--- src/rtl/pgate_pkg.sv ---
package pgate_pkg;

  typedef struct packed {
    logic [1:0] cmd_thr;
    logic [1:0] dat_thr;
    logic [1:0] rev_thr;
    logic       cmd_dma;
    logic       dat_dma;
    logic       ready;
  } pgate_cfg_t;

  localparam pgate_cfg_t PGATE_CFG_RST = '{
    cmd_thr: 2'b11, dat_thr: 2'b11, rev_thr: 2'b11,
    cmd_dma: 1'b0,  dat_dma: 1'b0,  ready:   1'b0
  };

  // Minimum fill for a forward path, steps are uneven
  function automatic int unsigned fill_need(input logic [1:0] code);
    case (code)
      2'b00:   return 4;
      2'b01:   return 8;
      2'b10:   return 16;
      default: return 28;
    endcase
  endfunction

  // Room the reverse FIFO must offer (upper end of each band)
  function automatic int unsigned room_need(input logic [1:0] code);
    case (code)
      2'b00:   return 4;
      2'b01:   return 8;
      2'b10:   return 16;
      default: return 32;
    endcase
  endfunction

endpackage

--- src/rtl/pgate_cfg_reg.sv ---
module pgate_cfg_reg
  import pgate_pkg::*;
(
  input  logic       clk,
  input  logic       rst_n,
  input  logic       we,
  input  pgate_cfg_t cfg_d,
  output pgate_cfg_t cfg_q
);

  pgate_cfg_t cfg_r, cfg_nxt;

  always_comb begin
    cfg_nxt = cfg_r;
    if (we) cfg_nxt = cfg_d;
  end

  always_ff @(posedge clk or negedge rst_n) begin
    if (!rst_n) cfg_r <= PGATE_CFG_RST;
    else        cfg_r <= cfg_nxt;
  end

  assign cfg_q = cfg_r;


  cfg_hold_chk: assert property (@(posedge clk) disable iff (!rst_n)
    !$past(we) |-> $stable(cfg_r));

endmodule

--- src/rtl/pgate_fwd.sv ---
module pgate_fwd
  import pgate_pkg::*;
#(
  parameter int LVL_W = 6,
  parameter int GAP_W = 16
) (
  input  logic             clk,
  input  logic             rst_n,
  input  logic [LVL_W-1:0] level,
  input  logic             push,
  input  logic [1:0]       thr,
  input  logic             dma_mode,
  input  logic             gap_en,
  input  logic [GAP_W-1:0] gap_limit,
  output logic             dma_req,
  output logic             cpu_svc
);

  localparam logic [LVL_W-1:0] LVL_ZERO = '0;

  logic [GAP_W-1:0] cnt_q, cnt_nxt;
  logic             rel_q, rel_nxt;
  logic             dma_q, dma_nxt;
  logic             svc_q, svc_nxt;
  logic [LVL_W-1:0] need;
  logic             above, idle_hit, go;

  assign need     = LVL_W'(fill_need(thr));
  assign above    = (level >= need);
  assign idle_hit = (cnt_q >= gap_limit);

  // idle counter: restarts on a push, saturates at the limit
  always_comb begin
    cnt_nxt = cnt_q;
    if (push || !gap_en)         cnt_nxt = '0;
    else if (cnt_q < gap_limit)  cnt_nxt = cnt_q + 1'b1;
  end

  // release latch: set by an expired gap, held until empty
  always_comb begin
    rel_nxt = rel_q;
    if (!gap_en || level == LVL_ZERO) rel_nxt = 1'b0;
    else if (idle_hit && !push)       rel_nxt = 1'b1;
  end

  always_comb begin
    go      = above || rel_nxt;
    dma_nxt = go &&  dma_mode;
    svc_nxt = go && !dma_mode;
  end

  always_ff @(posedge clk or negedge rst_n) begin
    if (!rst_n) begin
      cnt_q <= '0;
      rel_q <= 1'b0;
      dma_q <= 1'b0;
      svc_q <= 1'b0;
    end else begin
      cnt_q <= cnt_nxt;
      rel_q <= rel_nxt;
      dma_q <= dma_nxt;
      svc_q <= svc_nxt;
    end
  end

  assign dma_req = dma_q;
  assign cpu_svc = svc_q;


  fwd_dma_mode_chk: assert property (@(posedge clk) disable iff (!rst_n)
    dma_q |-> $past(dma_mode));

  fwd_cpu_mode_chk: assert property (@(posedge clk) disable iff (!rst_n)
    svc_q |-> !$past(dma_mode));

  fwd_empty_chk: assert property (@(posedge clk) disable iff (!rst_n)
    ($past(level) == LVL_ZERO) |-> !(dma_q || svc_q));

  fwd_below_chk: assert property (@(posedge clk) disable iff (!rst_n)
    ((dma_q || svc_q) && ($past(level) < LVL_W'(4))) |-> $past(gap_en));

endmodule

--- src/rtl/pgate_rev.sv ---
module pgate_rev
  import pgate_pkg::*;
#(
  parameter int DEPTH = 32,
  parameter int LVL_W = 6
) (
  input  logic             clk,
  input  logic             rst_n,
  input  logic [LVL_W-1:0] level,
  input  logic [1:0]       thr,
  output logic             req
);

  localparam logic [LVL_W-1:0] FULL = LVL_W'(DEPTH);

  logic [LVL_W-1:0] room, need;
  logic             req_q, req_nxt;

  assign room = FULL - level;
  assign need = LVL_W'(room_need(thr));

  always_comb begin
    req_nxt = (room >= need);
  end

  always_ff @(posedge clk or negedge rst_n) begin
    if (!rst_n) req_q <= 1'b0;
    else        req_q <= req_nxt;
  end

  assign req = req_q;


  rev_room_chk: assert property (@(posedge clk) disable iff (!rst_n)
    req_q |-> ($past(level) <= FULL - LVL_W'(4)));

  rev_full_chk: assert property (@(posedge clk) disable iff (!rst_n)
    ($past(level) == FULL) |-> !req_q);

endmodule

--- src/rtl/pgate_top.sv ---
module pgate_top
  import pgate_pkg::*;
#(
  parameter int DEPTH = 32,
  parameter int GAP_W = 16
) (
  input  logic                       clk,
  input  logic                       rst_n,
  input  logic                       cfg_we,
  input  logic [1:0]                 cfg_cmd_thr,
  input  logic [1:0]                 cfg_dat_thr,
  input  logic [1:0]                 cfg_rev_thr,
  input  logic                       cfg_cmd_dma,
  input  logic                       cfg_dat_dma,
  input  logic                       cfg_ready,
  input  logic                       gap_en,
  input  logic [GAP_W-1:0]           gap_limit,
  input  logic [$clog2(DEPTH+1)-1:0] cmd_level,
  input  logic [$clog2(DEPTH+1)-1:0] dat_level,
  input  logic [$clog2(DEPTH+1)-1:0] rev_level,
  input  logic                       cmd_push,
  input  logic                       dat_push,
  output logic                       cmd_dma_req,
  output logic                       dat_dma_req,
  output logic                       rev_dma_req,
  output logic                       cmd_cpu_svc,
  output logic                       dat_cpu_svc,
  output logic                       host_ready
);

  localparam int LVL_W = $clog2(DEPTH + 1);
  localparam int NFWD  = 2;

  // reset: asserted at once, released through two flops
  logic [1:0] rst_sync_q;
  logic       rst_core_n;

  always_ff @(posedge clk or negedge rst_n) begin
    if (!rst_n) rst_sync_q <= 2'b00;
    else        rst_sync_q <= {rst_sync_q[0], 1'b1};
  end
  assign rst_core_n = rst_sync_q[1];

  pgate_cfg_t cfg_d, cfg_q;

  always_comb begin
    cfg_d.cmd_thr = cfg_cmd_thr;
    cfg_d.dat_thr = cfg_dat_thr;
    cfg_d.rev_thr = cfg_rev_thr;
    cfg_d.cmd_dma = cfg_cmd_dma;
    cfg_d.dat_dma = cfg_dat_dma;
    cfg_d.ready   = cfg_ready;
  end

  pgate_cfg_reg u_cfg (
    .clk   (clk),
    .rst_n (rst_core_n),
    .we    (cfg_we),
    .cfg_d (cfg_d),
    .cfg_q (cfg_q)
  );

  logic [NFWD-1:0][LVL_W-1:0] f_lvl;
  logic [NFWD-1:0][1:0]       f_thr;
  logic [NFWD-1:0]            f_push, f_mode, f_dma, f_svc;

  assign f_lvl  = {dat_level, cmd_level};
  assign f_thr  = {cfg_q.dat_thr, cfg_q.cmd_thr};
  assign f_push = {dat_push, cmd_push};
  assign f_mode = {cfg_q.dat_dma, cfg_q.cmd_dma};

  for (genvar i = 0; i < NFWD; i++) begin : g_fwd
    pgate_fwd #(.LVL_W(LVL_W), .GAP_W(GAP_W)) u_fwd (
      .clk       (clk),
      .rst_n     (rst_core_n),
      .level     (f_lvl[i]),
      .push      (f_push[i]),
      .thr       (f_thr[i]),
      .dma_mode  (f_mode[i]),
      .gap_en    (gap_en),
      .gap_limit (gap_limit),
      .dma_req   (f_dma[i]),
      .cpu_svc   (f_svc[i])
    );
  end

  pgate_rev #(.DEPTH(DEPTH), .LVL_W(LVL_W)) u_rev (
    .clk   (clk),
    .rst_n (rst_core_n),
    .level (rev_level),
    .thr   (cfg_q.rev_thr),
    .req   (rev_dma_req)
  );

  assign cmd_dma_req = f_dma[0];
  assign dat_dma_req = f_dma[1];
  assign cmd_cpu_svc = f_svc[0];
  assign dat_cpu_svc = f_svc[1];
  assign host_ready  = cfg_q.ready;


  ready_src_chk: assert property (@(posedge clk) disable iff (!rst_core_n)
    !$stable(host_ready) |-> $past(cfg_we));

  reset_quiet_chk: assert property (@(posedge clk)
    !rst_core_n |-> !(cmd_dma_req || dat_dma_req || rev_dma_req ||
                      cmd_cpu_svc || dat_cpu_svc || host_ready));

endmodule

--- config.mk ---
export PLATFORM = sky130hd
export DESIGN_NAME = pgate_top
export DESIGN_NICKNAME = d
export VERILOG_FILES = /design/src/rtl/pgate_pkg.sv /design/src/rtl/pgate_cfg_reg.sv /design/src/rtl/pgate_fwd.sv /design/src/rtl/pgate_rev.sv /design/src/rtl/pgate_top.sv
export SDC_FILE = /design/constraint.sdc
export NUM_CORES = 1
export LEC_CHECK = 0
export ABC_CLOCK_PERIOD_IN_PS = 2210
export CELL_PAD_IN_SITES_DETAIL_PLACEMENT = 1
export CELL_PAD_IN_SITES_GLOBAL_PLACEMENT = 2
export CORE_MARGIN = 2
export CORE_UTILIZATION = 30
export CTS_BUF_LIST = sky130_fd_sc_hd__clkbuf_4
export CTS_CLUSTER_DIAMETER = 150
export DETAILED_ROUTE_END_ITERATION = 10
export PLACE_DENSITY = 0.85
export SLEW_MARGIN = 10
export SYNTH_ARGS = -nofsm -noshare
export SYNTH_HDL_FRONTEND = slang
export SYNTH_SLANG_ARGS = --single-unit
--- constraint.sdc ---
create_clock -name clk -period 2.21 [get_ports clk]
set_clock_uncertainty 0.2 [all_clocks]
set_input_delay 0.442 -clock clk [delete_from_list [all_inputs] [get_ports clk]]
set_output_delay 0.442 -clock clk [all_outputs]
set_load 0.02 [all_outputs]
==> results.md, run 1 <==
- Clock root cell: clkbuf_4
- Number of DRC markers in iteration 0: 64
- Full die area: between 10,000 and 15,000 um2
- Required time worst endpoint: ~2.4 ns
- Portion of the clock cycle consumed by the worst path in the final layout: 114.3%
- VDD IR max: between 200 and 300 uV
- Wire length of the first global-routing pass: between 15 and 20 mm
- Kind of start point of the critical path: input port
- Number of antenna violations at the first check in global routing: 0
- Effective utilization at floorplan: 30.52%
- Number of endpoints failing setup at the final stage: 35
- Setup repair after global routing missed its margin: yes
- Fraction of final layout cells sized beyond drive strength 1: 40.93%
- Hold/Removal Path Class: register to async pin
- CTS H-tree depth: 2
- Final routed wirelength across all metal layers: between 10 and 15 mm
- Kind of end point of the critical path: register
- Number of nets in the synthesized netlist: ~480
- Fin crit period: ~2.5 ns
- Achievable clock frequency: between 300 and 400 MHz
- Primary FF master, synth: dfrtp_1
- Maxcap violations: 0
- Number of top-level design ports: between 50 and 60
- Clock transition at the registers of the reported paths: between 0.15 and 0.2 ns
- Area contributors post-synth: dfrtp_1, ha_1, dfstp_2
- Layout-stage area growth over the synthesis result: 58.96%
- Power density over the cells: between 300 and 400 nW/um2
- Synthesized area per cell: about 9 um2
- DP Worst Slack: -0.9359 ns
- Antenna cells: 0
- Final weighted congestion in routability-driven placement: 0.8166
- Overflow left after global routing: 0
- Static leakage: between 2 and 2.5 nW
- Outcome: complete, but fails checks
- Maximum number of pins on one net before global-route repair: 49
- Count of flip-flops with a built-in enable after synthesis: 0
- Area leader, netlist: dfrtp_1
- Maximum root-to-sink buffer count: 2
- Number of CTS-inserted buffers: 5
- CTS tree: built
- Highest-delay cell along the critical path: clkdlybuf4s50_1
- Most instantiated library cell after synthesis: ha_1
- Fin worst setup slack: -0.3153 ns
- Total negative slack for setup checks: -4.992 ns
- Overall die height: between 100 and 150 um
- Maximum fanout along the worst path: 3
- Synthesized instance count: between 300 and 400
- Vias: 3,378
- Port bufs: 54
- Nets@finish: slightly above 600
- Hpwl dp: 7.852 mm
- Combined area of all synthesized cells: approximately 3500 um2
- Unique cell type count in the Yosys netlist: 49
- Arrival time at the worst endpoint: roughly 2.7 ns
- Endpoints failing hold: 0
- Post-detailed-route wirelength per cell: between 15 and 20 um
- Worst path max stage delay: between 0.4 and 0.5 ns
- CP Cell Sequence: clkdlybuf4s50_1 > inv_2 > ha_1 > a21oi_2 > a21boi_4 > buf_6 > or3_4 > or3_4 > a21oi_2
- DRT antenna net count: 0
- Gr usage total: a little under a fifth
- Horizontal extent of the die: between 100 and 150 um
- Violated checks: negative setup slack
- Most frequent cells after synthesis: ha_1, dfrtp_1, nand2_1, nor2_1
- Fraction of registers with async set or reset after synthesis: 100.0%
- Number of clock sinks: 50
- Flops & latches, synth: 50
- First element of the critical path: gap_limit[3]
- Kind of critical path: input port to register
- Detail-routed via count per cell: roughly 5.1
- Area share of the largest cell type after synthesis: a little under a third
- Final total power: between 1.5 and 2 mW
- Later-pin clock latency in the skew report: around 0.40 ns
- Vias in the first global route: 3,792
- DRC errors left: 0
- Slew Viols, Final: 0
- Warnings, synthesis: 0
- Core region area: roughly 11,000 um2
- Floorplan row count: 39
- Part of the Yosys area used for sequential elements: ~36%
- Crit Reg-Reg Startpoint: g_fwd[1].u_fwd.cnt_q[13]$_DFFE_PN0P_
- Number of iterations in the first detailed-routing pass: 4
## what timing repair did
item,4_1_cts,5_1_grt
hold buffers,1,0
endpoints found under the hold margin,2,0
endpoints found under the setup margin,38,38
setup buffers,18,3
pin swaps,49,32
cloned,1,0
gates resized for setup,107,36
## final timing paths
path | end | slack [ns] | cells past startpoint
max reg2reg | g_fwd[1].u_fwd.cnt_q[15]$_DFFE_PN0P_ | -0.29 | 7
min reg2reg | g_fwd[0].u_fwd.cnt_q[4]$_DFFE_PN0P_ | 0.04 | 1
min in group clk | rst_sync_q[1]$_DFF_PN0_ | 0.17 | 0
min | g_fwd[0].u_fwd.cnt_q[4]$_DFFE_PN0P_ | 0.04 | 1
max in group asynchronous | rst_sync_q[1]$_DFF_PN0_ | 1.15 | 2
max | g_fwd[1].u_fwd.cnt_q[15]$_DFFE_PN0P_ | -0.32 | 9
## per-stage QoR
stage | hold WS [ns] | area (um2) | instances | util, %
after floorplan | -0.05359 | 3516 | 379 | -
after global placement | 0.06141 | 4691 | 633 | 41.26
after detailed placement | 0.06864 | 4691 | 633 | 41.26
after CTS | 0.07442 | 5356 | 661 | 47.11
after global routing | 0.09193 | 5515 | 661 | 48.51
final | 0.03665 | 5515 | 661 | 48.51
## registers in the layout, indices dropped and copies added, names as in the netlist
signal,count
g_fwd.u_fwd.cnt_q,32
g_fwd.u_fwd.cpu_svc,2
g_fwd.u_fwd.dma_req,2
g_fwd.u_fwd.rel_q,2
rst_sync_q,2
u_cfg.cfg_q,9
u_rev.req,1
## per-layer routing
metal / vias up / GRT usage, % / share of wire [%]
li1: 1621 / - / -
met3: 13 / 4.464 / 4.6
met5: - / 0 / 0
met4: 0 / 3.951 / 1.7
met1: 1674 / 21.56 / 41
met2: 70 / 35.12 / 53
## cell families after synthesis
family	share of synthesized area (%)
buf+inv	3.858
compound gates	12.30
xor+xnor	4.796
flops	36.28
other cells	0.1081
fa+ha+maj	17.31
mux	2.849
simple gates	22.50
## layout make-up
cell class	instances	area (um2)
Sequential cell	50	1262
Clock inverter	2	8.758
Inverter	28	112.6
Timing Repair Buffer	138	1221
Tap cell	143	178.9
Fill cell	1295	5854
Clock buffer	6	45.04
Multi-Input combinational cell	294	2686
## layout by cell type, fill, tap and decap left out, types with 7 or more instances in the layout
cell	Yosys	routed
inv_2	0	12
nand4_1	12	12
o21ai_2	0	8
xnor2_1	17	14
dfrtp_1	44	41
clkdlybuf4s50_1	0	41
dlygate4sd2_1	0	12
ha_1	48	28
a21oi_1	28	11
buf_4	0	71
a21oi_2	0	16
nand3_1	13	9
nand2b_1	8	8
inv_1	28	15
nand2_1	38	32
mux2_2	7	7
ha_4	0	20
buf_6	0	10
or3_4	0	9
nor2_1	31	30
## power by group
group | switching [mW] | leakage, nW | total (mW) | internal, mW
sequential | 0.0223 | 0.651 | 0.981 | 0.958
combinational | 0.216 | 1.62 | 0.448 | 0.232
clock | 0.326 | 0.0331 | 0.459 | 0.133
total | 0.564 | 2.30 | 1.89 | 1.32
## worst max-delay path: cells and delay by family
kind	cells	cell delay, ns
AND/OR/NAND/NOR	2	0.77
AO/OA/AOI/OAI	3	0.45
buffers and inverters	3	0.67
adder cells (fa/ha/maj)	1	0.34
Power figures use the tool's default switching activity.
==> inputs of run 2 (changes only) <==
--- a/config.mk
+++ b/config.mk
@@ -5,6 +5,7 @@
 export SDC_FILE = /design/constraint.sdc
 export NUM_CORES = 1
 export LEC_CHECK = 0
+export ABC_AREA = 1
 export ABC_CLOCK_PERIOD_IN_PS = 2210
 export CELL_PAD_IN_SITES_DETAIL_PLACEMENT = 1
 export CELL_PAD_IN_SITES_GLOBAL_PLACEMENT = 2
@@ -13,7 +14,7 @@
 export CTS_BUF_LIST = sky130_fd_sc_hd__clkbuf_4
 export CTS_CLUSTER_DIAMETER = 150
 export DETAILED_ROUTE_END_ITERATION = 10
-export PLACE_DENSITY = 0.85
+export PLACE_DENSITY = 0.88
 export SLEW_MARGIN = 10
 export SYNTH_ARGS = -nofsm -noshare
 export SYNTH_HDL_FRONTEND = slang
==> run 2 against run 1 <==
The run now ends clean. Highest routed layer unchanged. First-iteration DRC count grew 45%. Fmax grew 15%. Synthesized area grew 6.6%. Count of clock-buffer cells in the layout shrank 1. Global-route usage shrank 2.7 points. Critical path depth grew 3. Utilization shrank 5.6 points. Register-to-register slack gained 0.37 ns. Non-clock buffer count shrank 48. Sequential power is essentially flat.
==> results.md, run 2 <==
- Clock transition at the registers of the reported paths: between 0.15 and 0.2 ns
- Synthesized-area fraction occupied by xor and xnor cells: approximately 1.7%
- Area after detailed placement: between 4000 and 5000 um2
- Number of endpoints failing setup at the final stage: 0
- Combined area of all synthesized cells: 3697 um2
- Kind of end point of the critical path: register
- Area share of the largest cell type after synthesis: between 20% and 30%
- Multi-input combinational cell area: 2480 um2
- Required time worst endpoint: around 2.3 ns
- Cells after DPL: 714
- Maximum root-to-sink buffer count: 2
- Area fraction in compound gates after synthesis: 9.780%
- Flops & latches, synth: 50
- Vias in the first global route: between 3,000 and 4,000
- Main combinational cell family by area after synthesis: simple AND/OR/NAND/NOR gates
- Area taken by flip-flops and latches: 1261 um2
- Layout-stage area growth over the synthesis result: 39.32%
- Total negative slack for setup checks: 0 ns
- Unique cell type count in the Yosys netlist: 38
- Setup repair after global routing missed its margin: yes
- Internal Pwr Total: roughly 1.3 mW
- Most common cell after layout, fill and taps aside: nand2_1
- Later-pin clock latency in the skew report: about 0.37 ns
- Arrival time at the worst endpoint: around 2.3 ns
- Commonest non-fill, non-tap cells in the layout: nand2_1, inv_1, clkdlybuf4s50_1, dfrtp_1, nor2_1
- Outcome: finished, final reports clean
- Post-detailed-route wirelength per cell: ~14 um
- Number of clock sinks: 50
- Share of cell area taken by muxes after synthesis: less than 1%
- Endpoints failing hold: 0
- Static leakage: roughly 2.5 nW
- Final Cell Area: approximately 5200 um2
- Fraction of registers with async set or reset after synthesis: 100.0%
- Warnings, synthesis: 0
- Nets@finish: roughly 680
- DRC errors left: 0
- Wire length of the first global-routing pass: between 15 and 20 mm
- Number of top-level design ports: between 50 and 60
- Kind of start point of the critical path: input port
- CTS tree: built
- Final weighted congestion in routability-driven placement: ~0.84
- Core region area: 12,010 um2
- Fraction of final layout cells sized beyond drive strength 1: between 20% and 30%
- Vias: 3,485
- CTS H-tree depth: 2
- Portion of the clock cycle consumed by the worst path in the final layout: 99.09%
- Port bufs: between 50 and 60
- Maximum fanout along the worst path: 3
- VDD IR max: between 300 and 400 uV
- Detail-routed via count per cell: just under 5
- Simple-gate share of the synthesized area: 27.92%
- Worst path max stage delay: 0.45 ns
- Hold/Removal Path Class: register to async pin
- Effective utilization at floorplan: 30.78%
- Floorplan row count: 40
- Horizontal extent of the die: approximately 120 um
- Antenna cells: 0
- Overall die height: approximately 120 um
- Power density over the cells: around 360 nW/um2
- Number of iterations in the first detailed-routing pass: 4
- Synthesized instance count: slightly below 500
- Full die area: 13,230 um2
- CP Cell Sequence: clkdlybuf4s50_1 > inv_1 > ha_1 > nand4_1 > nor2_2 > buf_4 > nand3_2 > nand3_2 > nand2_1 > nand2_1 > nand2_2 > a21oi_2
- Sequential group share of total power: a little over half
- Share of power burned in combinational logic: between 20% and 30%
- Gr usage total: around 16%
- Relative contribution of the clock network to total power: 23.7%
- Hpwl dp: 8.241 mm
- Fraction of power spent switching nets: between 20% and 30%
- Area leader, netlist: dfrtp_1
- Part of the Yosys area used for sequential elements: about a third
- DRT antenna net count: 0
- Count of flip-flops with a built-in enable after synthesis: 0
- Most frequent cells after synthesis: nand2_1, inv_1, ha_1, nor2_1, dfrtp_1
- Most instantiated library cell after synthesis: nand2_1
- Number of CTS-inserted buffers: 5
- Primary FF master, synth: dfrtp_1
- Overflow left after global routing: 0
- Count of filler cells inserted in the layout: about 1,500
- Synthesized area per cell: around 7.6 um2
- Maxcap violations: 0
- Maximum number of pins on one net before global-route repair: 39
- Fin crit period: 2.190 ns
- Highest-delay cell along the critical path: clkdlybuf4s50_1
- Number of DRC markers in iteration 0: 93
- Final routed wirelength across all metal layers: ~10 mm
- Slew Viols, Final: 0
- Achievable clock frequency: about 460 MHz
- Adder and majority gate portion of the synthesized area: between 10% and 20%
- Area contributors post-synth: dfrtp_1, ha_1, nand2_1
- Filler-free cell count of the finished design: roughly 730
- Max FFs per register: 32
- Most flops, register: g_fwd.u_fwd.cnt_q
- Kind of critical path: input port to register
- Number of nets in the synthesized netlist: about 580
- End-of-flow core utilization: a little over two fifths
- Clock root cell: clkbuf_4
- Number of antenna violations at the first check in global routing: 0
- Switching power of the nets: roughly 0.54 mW
==> run 2: cell types whose count changed after synthesis, sizes merged, moves of 9 or more <==
| cell | previous run | this run |
|---|---|---|
| nor2 | 31 | 52 |
| or3 | 13 | 0 |
| inv | 28 | 80 |
| nand3 | 13 | 30 |
| nor4 | 12 | 3 |
| xnor2 | 17 | 3 |
| nand2 | 38 | 114 |
==> run 2: power by group through the flow <==
stage / Clock, mW / Combinational, mW / Sequential (mW)
6_report: 0.434 / 0.420 / 0.979
3_3_place_gp: 0 / 0.356 / 0.996
2_1_floorplan: 0 / 0.153 / 1.02
5_1_grt: 0.492 / 0.475 / 0.985
4_1_cts: 0.463 / 0.387 / 0.977
3_5_place_dp: 0 / 0.375 / 0.997
==> run 2: metrics by stage <==
stage	hold slack, ns	power (mW)	setup WS, ns
after CTS	0.08587	1.828	-0.002812
final	0.07865	1.833	0.02016
after global placement	-0.03601	1.352	-0.4568
after global routing	0.1122	1.952	-0.07034
after detailed placement	-0.03430	1.373	-0.5581
after floorplan	-0.05359	1.171	0.1958
==> run 2: cells by family (layout without fill, tap and decap cells) <==
| logic type | Yosys count | count (layout) |
|---|---|---|
| buffers and inverters | 87 | 178 |
| flip-flops | 50 | 50 |
| AO/OA/AOI/OAI | 64 | 64 |
| XOR/XNOR | 7 | 7 |
| multiplexers | 3 | 3 |
| adder cells (fa/ha/maj) | 48 | 48 |
| AND/OR/NAND/NOR | 227 | 228 |
| other | 1 | 1 |
==> run 2: area by class of cell <==
class | instances | share of cell area [%]
Sequential cell | 50 | 24.48
Tap cell | 147 | 3.571
Inverter | 80 | 5.829
Clock buffer | 5 | 0.7287
Timing Repair Buffer | 90 | 16.93
Multi-Input combinational cell | 351 | 48.14
Clock inverter | 3 | 0.3158
==> run 2: worst paths after layout <==
check                                                      from                                    to  slack, ns  cells past startpoint
max in group asynchronous               rst_sync_q[1]$_DFF_PN0_   g_fwd[0].u_fwd.cnt_q[1]$_DFFE_PN0P_       0.82                      1
min in group clk                        rst_sync_q[0]$_DFF_PN0_               rst_sync_q[1]$_DFF_PN0_       0.18                      0
hold / removal                          rst_sync_q[1]$_DFF_PN0_  g_fwd[0].u_fwd.cnt_q[10]$_DFFE_PN0P_       0.08                      1
setup reg to reg           g_fwd[0].u_fwd.cnt_q[14]$_DFFE_PN0P_      g_fwd[0].u_fwd.dma_req$_DFF_PN0_       0.08                     10
hold reg to reg                         rst_sync_q[1]$_DFF_PN0_  g_fwd[0].u_fwd.cnt_q[10]$_DFFE_PN0P_       0.08                      1
setup / recovery                                  gap_limit[14]      g_fwd[0].u_fwd.dma_req$_DFF_PN0_       0.02                     12
==> run 2: worst max-delay path, delay by kind of cell <==
kind | cells | cell delay, ns
and+or+nand+nor | 7 | 0.78
buffers and inverters | 3 | 0.64
AOI/OAI and AO/OA | 1 | 0.15
adders and majority gates | 1 | 0.30
==> run 2: routing by layer <==
metal,global-route usage (%),vias to the layer above,part of all wire (%)
met2,27.45,71,48
met4,2.570,0,0.74
met5,0,-,0
met3,3.743,7,5.5
li1,-,1768,-
met1,20.79,1639,46
==> run 2: repair_timing <==
action	CTS	global route
resized for setup	15	74
setup endpoints to repair	23	38
cloned	1	0
hold endpoints to repair	12	0
pin swaps	2	34
setup buffers	0	1
hold buffers	2	0
